[src/rtl/resp_timeout_mon_pkg.sv]
package resp_timeout_mon_pkg;

    localparam int unsigned DEF_CW = 16;

    // What the stall counter does in a cycle
    typedef enum logic [1:0] {
        CNT_ZERO = 2'd0,   // no stall or detection off: restart the run
        CNT_STEP = 2'd1,   // stall below the limit: advance
        CNT_SAT  = 2'd2    // stall at or past the limit: pin to the limit
    } cnt_act_e;

endpackage

[src/rtl/resp_timeout_stall_ctr.sv]
module resp_timeout_stall_ctr
    import resp_timeout_mon_pkg::*;
#(
    parameter int unsigned CW = DEF_CW
) (
    input  logic          clk_i,
    input  logic          rst_ni,
    input  logic          det_en_i,
    input  logic [CW-1:0] limit_i,
    input  logic          busy_i,
    input  logic          resp_i,
    output logic [CW-1:0] cnt_o,
    output logic          hit_o
);

    localparam int unsigned EW = CW + 1;

    typedef struct packed {
        logic [CW-1:0] cnt;
    } ctr_st_t;

    ctr_st_t  st_d, st_q;
    cnt_act_e act;
    logic     stall;
    logic     armed;
    logic     reached;
    logic [EW-1:0] next_ext;

    always_comb begin
        st_d     = st_q;
        stall    = det_en_i && busy_i && !resp_i;
        armed    = (limit_i != '0);
        next_ext = {1'b0, st_q.cnt} + EW'(1);
        reached  = (next_ext >= {1'b0, limit_i});

        if (!stall || !armed) begin
            act = CNT_ZERO;
        end else if (reached) begin
            act = CNT_SAT;
        end else begin
            act = CNT_STEP;
        end

        unique case (act)
            CNT_ZERO: st_d.cnt = '0;
            CNT_STEP: st_d.cnt = next_ext[CW-1:0];
            CNT_SAT:  st_d.cnt = limit_i;
            default:  st_d.cnt = '0;
        endcase

        hit_o = stall && armed && reached;
    end

    always_ff @(posedge clk_i or negedge rst_ni) begin
        if (!rst_ni) begin
            st_q <= '0;
        end else begin
            st_q <= st_d;
        end
    end

    assign cnt_o = st_q.cnt;

endmodule

[src/rtl/resp_timeout_sticky.sv]
module resp_timeout_sticky (
    input  logic clk_i,
    input  logic rst_ni,
    input  logic set_i,
    input  logic clr_i,
    output logic flag_o
);

    typedef struct packed {
        logic flag;
    } stk_st_t;

    stk_st_t st_d, st_q;

    always_comb begin
        st_d = st_q;
        if (set_i) begin
            st_d.flag = 1'b1;   // a new event outranks a clear
        end else if (clr_i) begin
            st_d.flag = 1'b0;
        end
    end

    always_ff @(posedge clk_i or negedge rst_ni) begin
        if (!rst_ni) begin
            st_q <= '0;
        end else begin
            st_q <= st_d;
        end
    end

    assign flag_o = st_q.flag;

endmodule

[src/rtl/resp_timeout_mon.sv]
module resp_timeout_mon
    import resp_timeout_mon_pkg::*;
#(
    parameter int unsigned CW = DEF_CW
) (
    input  logic          clk_i,
    input  logic          rst_ni,
    input  logic          det_en_i,
    input  logic [CW-1:0] limit_i,
    input  logic          busy_i,
    input  logic          resp_i,
    input  logic          clr_i,
    output logic          timed_out_irq_o
);

    logic [CW-1:0] cnt_w;
    logic          hit_w;

    resp_timeout_stall_ctr #(
        .CW(CW)
    ) u_ctr (
        .clk_i    (clk_i),
        .rst_ni   (rst_ni),
        .det_en_i (det_en_i),
        .limit_i  (limit_i),
        .busy_i   (busy_i),
        .resp_i   (resp_i),
        .cnt_o    (cnt_w),
        .hit_o    (hit_w)
    );

    resp_timeout_sticky u_irq (
        .clk_i  (clk_i),
        .rst_ni (rst_ni),
        .set_i  (hit_w),
        .clr_i  (clr_i),
        .flag_o (timed_out_irq_o)
    );

endmodule

[config.mk]
export PLATFORM = sky130hd
export DESIGN_NAME = resp_timeout_mon
export DESIGN_NICKNAME = d
export VERILOG_FILES = /design/src/rtl/resp_timeout_mon_pkg.sv /design/src/rtl/resp_timeout_stall_ctr.sv /design/src/rtl/resp_timeout_sticky.sv /design/src/rtl/resp_timeout_mon.sv
export SDC_FILE = /design/constraint.sdc
export NUM_CORES = 1
export LEC_CHECK = 0
export BUFFER_PORTS_ARGS = -buffer_cell sky130_fd_sc_hd__buf_2
export CORE_UTILIZATION = 52
export DETAILED_ROUTE_END_ITERATION = 16
export GPL_TIMING_DRIVEN = 0
export PLACE_DENSITY = 0.82
export SYNTH_ARGS = -nofsm -noshare
export SYNTH_HDL_FRONTEND = slang
export SYNTH_HIERARCHICAL = 1
export SYNTH_SLANG_ARGS = --single-unit
[constraint.sdc]
create_clock -name clk_i -period 3.1 [get_ports clk_i]
set_clock_uncertainty 0.15 [all_clocks]
set_input_delay 0.155 -clock clk_i [delete_from_list [all_inputs] [get_ports clk_i]]
set_output_delay 0.155 -clock clk_i [all_outputs]
set_load 0.05 [all_outputs]
==> qor.txt <==
Status: finished with violations
Violated checks: DRC, setup timing
Count leader, synth: nand2_1
Relative slew slack: 0.620
Drt wl/cell: 16.8 µm
Post-Syn Area per Cell: 8.98 µm²
Vias in the first global route: 1534
Max VDD drop: 0.155 mV
Cell mode on critical path: a21o_1
Drt drc: 2
Count of buffers from port buffering: 22
TritonCTS clock tree: done
CP arrival: 3220 ps
Critical Path End Type: register
Fin. Hold Viols: 0
Flops & latches, synth: 17
Largest net degree at the start of global routing: 18
Tot Pwr: 0.437 mW
Critical Path Fanout Max: 5
Vias after detailed routing: 1562
Worst Hold Class: input pin to register
Layout cells sized above 1: 0.317
Yosys top cell area share: 0.269
Cell Area, Synth: 1580 µm²
Initial DRC count: 79
RePlAce Congestion: 0.871
Critical path's slowest cell: or4_4
Critical Path Max Stage Delay: 460 ps
Final count of negative-setup-slack endpoints: 1
Tightest Pin Transition: 569 ps
Die height: 57.1 µm
YS warnings: 6
Vias/cell: 5.98
Sequential area share after synthesis: 0.269
FFs w/ async S/R, synth: 1.00
RSZ-0062 raised after global routing: yes
Fin Setup TNS: -55.1 ps
Synth Flop Type: dfrtp_1
DR pass1 iterations: 10
DP HPWL: 2.80 mm
Number of synthesized flops with an enable pin: 0
Clock buffer depth: 2
Antenna Cells: 0
CP Class: register to register
Core Rows: 19
Setup WS post-layout: -55.1 ps
CP required: 3170 ps
Fin crit share: 1.02
Clk root buf: clkbuf_4
Full die area: 3260 µm²
Crit path time final: 3160 ps
Layout Nets: 270
Max Freq: 0.317 GHz
Area Growth Syn to Fin: 34.3%
Mapped Cells: 176
CTS Buf Count: 3
Final Slew Violations: 0
Die W: 57.1 µm
Initial antenna violation count: 0
CP Cell Sequence: ha_2 -> and4_4 -> nand2_2 -> nor2_2 -> xnor2_2 -> ha_1 -> a21o_1 -> a21oi_4 -> o221ai_4 -> or4_4 -> and2_1 -> a21o_1
Initial Util: 0.559
Top Ports: 23
Dominant cells by area after synthesis: dfrtp_1 (27%), ha_1 (13%), mux2i_1 (8.2%)
Filler Cell Count: 193
Total Wirelength: 4.39 mm
Max-Cap Viols: 0
CP Buf/Inv Count: 0
Area of the core: 2830 µm²
Global-route usage over all layers: 0.280
Yosys top cell by area: dfrtp_1
CTS H-tree depth: 1
Clock Latency Late Sink: 320 ps
Final ANT Viol Nets: 0
GR Overflow Total: 0
Synth unique cells: 38
CP Launch Type: register
Pleak: 1.20 nW
Worst-path clk slew: 110 ps
First-pass GRT wire length: 6.92 mm
Crit path max-delay family: simple AND/OR/NAND/NOR gates
Mapped Nets: 215
Commonest cells in the netlist: nand2_1 (33), inv_1 (19), dfrtp_1 (17), ha_1 (17), mux2i_1 (13)
Cell Pwr Density: 206 nW/µm²
Clock tree sinks: 17
-- worst register-to-register path, cell delays in order, from the launching register on --
cell	delay, ps
dfrtp_1	440
ha_2	200
and4_4	270
nand2_2	100
nor2_2	160
xnor2_2	140
ha_1	270
a21o_1	190
a21oi_4	180
o221ai_4	150
or4_4	470
and2_1	190
a21o_1	150
-- metal layers --
metal	GRT usage	share of wire
met3	0.0272	0.059
met5	0	0
met2	0.472	0.48
met1	0.363	0.43
met4	0.125	0.024
-- through the flow --
stage                     setup slack [ps]  hold WS, ps  std cells  cell area (µm²)  utilization
after floorplan                       82.2         -291        176             1580            -
after global placement                -197        -36.0        229             1730        0.611
after detailed placement              -256        -32.9        229             1730        0.611
after CTS                             1.96         45.7        259             2030        0.717
after global routing                  -164         79.2        261             2120        0.750
final                                -55.1         58.9        261             2120        0.750
-- cell type report --
type / count / area [µm²] / area share
Clock inverter: 1 / 5.00 / 0.00236
Inverter: 19 / 71.3 / 0.0336
Multi-Input combinational cell: 136 / 1180 / 0.554
Timing Repair Buffer: 50 / 358 / 0.169
Clock buffer: 3 / 22.5 / 0.0106
Tap cell: 31 / 38.8 / 0.0183
Sequential cell: 17 / 427 / 0.201
Buffer: 4 / 23.8 / 0.0112
-- registers in the layout, summed over array words and instances (netlist names) --
signal / cells
u_irq/flag_o: 1
u_ctr/cnt_o: 16
-- placed cells by master (no fill, tap or decap), types with 2 or more instances in the layout --
master,Yosys,layout
a21o_1,3,3
a21oi_1,6,5
and3_1,3,2
and4_4,2,4
buf_2,1,23
buf_4,0,13
clkbuf_1,2,2
clkbuf_4,0,3
dfrtp_1,17,16
dlygate4sd3_1,0,15
ha_1,17,16
inv_1,19,19
mux2i_1,13,13
nand2_1,33,31
nand2_2,0,2
nand3_1,6,4
nand3_2,2,4
nand4_1,4,4
nor2_2,0,2
nor3_4,1,2
nor4_1,6,5
nor4_4,1,2
o211a_1,3,3
o41ai_1,3,3
xnor2_1,7,4
xnor2_2,0,3
xor2_1,7,5
xor2_2,0,2
-- timing repair --
action,CTS,global route
setup buffers,11,2
endpoints found under the hold margin,31,0
hold buffers,15,0
endpoints found under the setup margin,17,17
pin swaps,10,11
resized for setup,11,16
-- worst paths after layout --
path                                           from                        end  slack (ps)  cells after the start
max                        u_ctr/cnt_o[0]$_DFF_PN0_   u_irq/flag_o$_DFFE_PN0P_         -60                     12
min                                     limit_i[14]  u_ctr/cnt_o[14]$_DFF_PN0_          60                      4
max reg2reg                u_ctr/cnt_o[0]$_DFF_PN0_   u_irq/flag_o$_DFFE_PN0P_         -60                     12
min reg2reg                u_irq/flag_o$_DFFE_PN0P_   u_irq/flag_o$_DFFE_PN0P_         340                      1
max in group asynchronous                    rst_ni   u_ctr/cnt_o[8]$_DFF_PN0_        2370                      2
min in group asynchronous                    rst_ni  u_ctr/cnt_o[11]$_DFF_PN0_         120                      2
-- where the power goes --
part | switching, mW | leakage [nW] | internal [mW]
Clock | 0.0883 | 0.0177 | 0.0485
Combinational | 0.0400 | 0.952 | 0.0371
Sequential | 0.000872 | 0.235 | 0.222
-- cell families (layout without fill, tap and decap cells) --
group / after synthesis / count (layout) / synth area share
flip-flops: 17 / 17 / 0.269
AND/OR/NAND/NOR: 72 / 72 / 0.271
buffers and inverters: 23 / 77 / 0.0602
multiplexers: 13 / 13 / 0.0823
XOR/XNOR: 14 / 14 / 0.0776
AO/OA/AOI/OAI: 20 / 20 / 0.105
adder cells (fa/ha/maj): 17 / 17 / 0.135
Note: power is estimated with default switching activity, not from simulation.
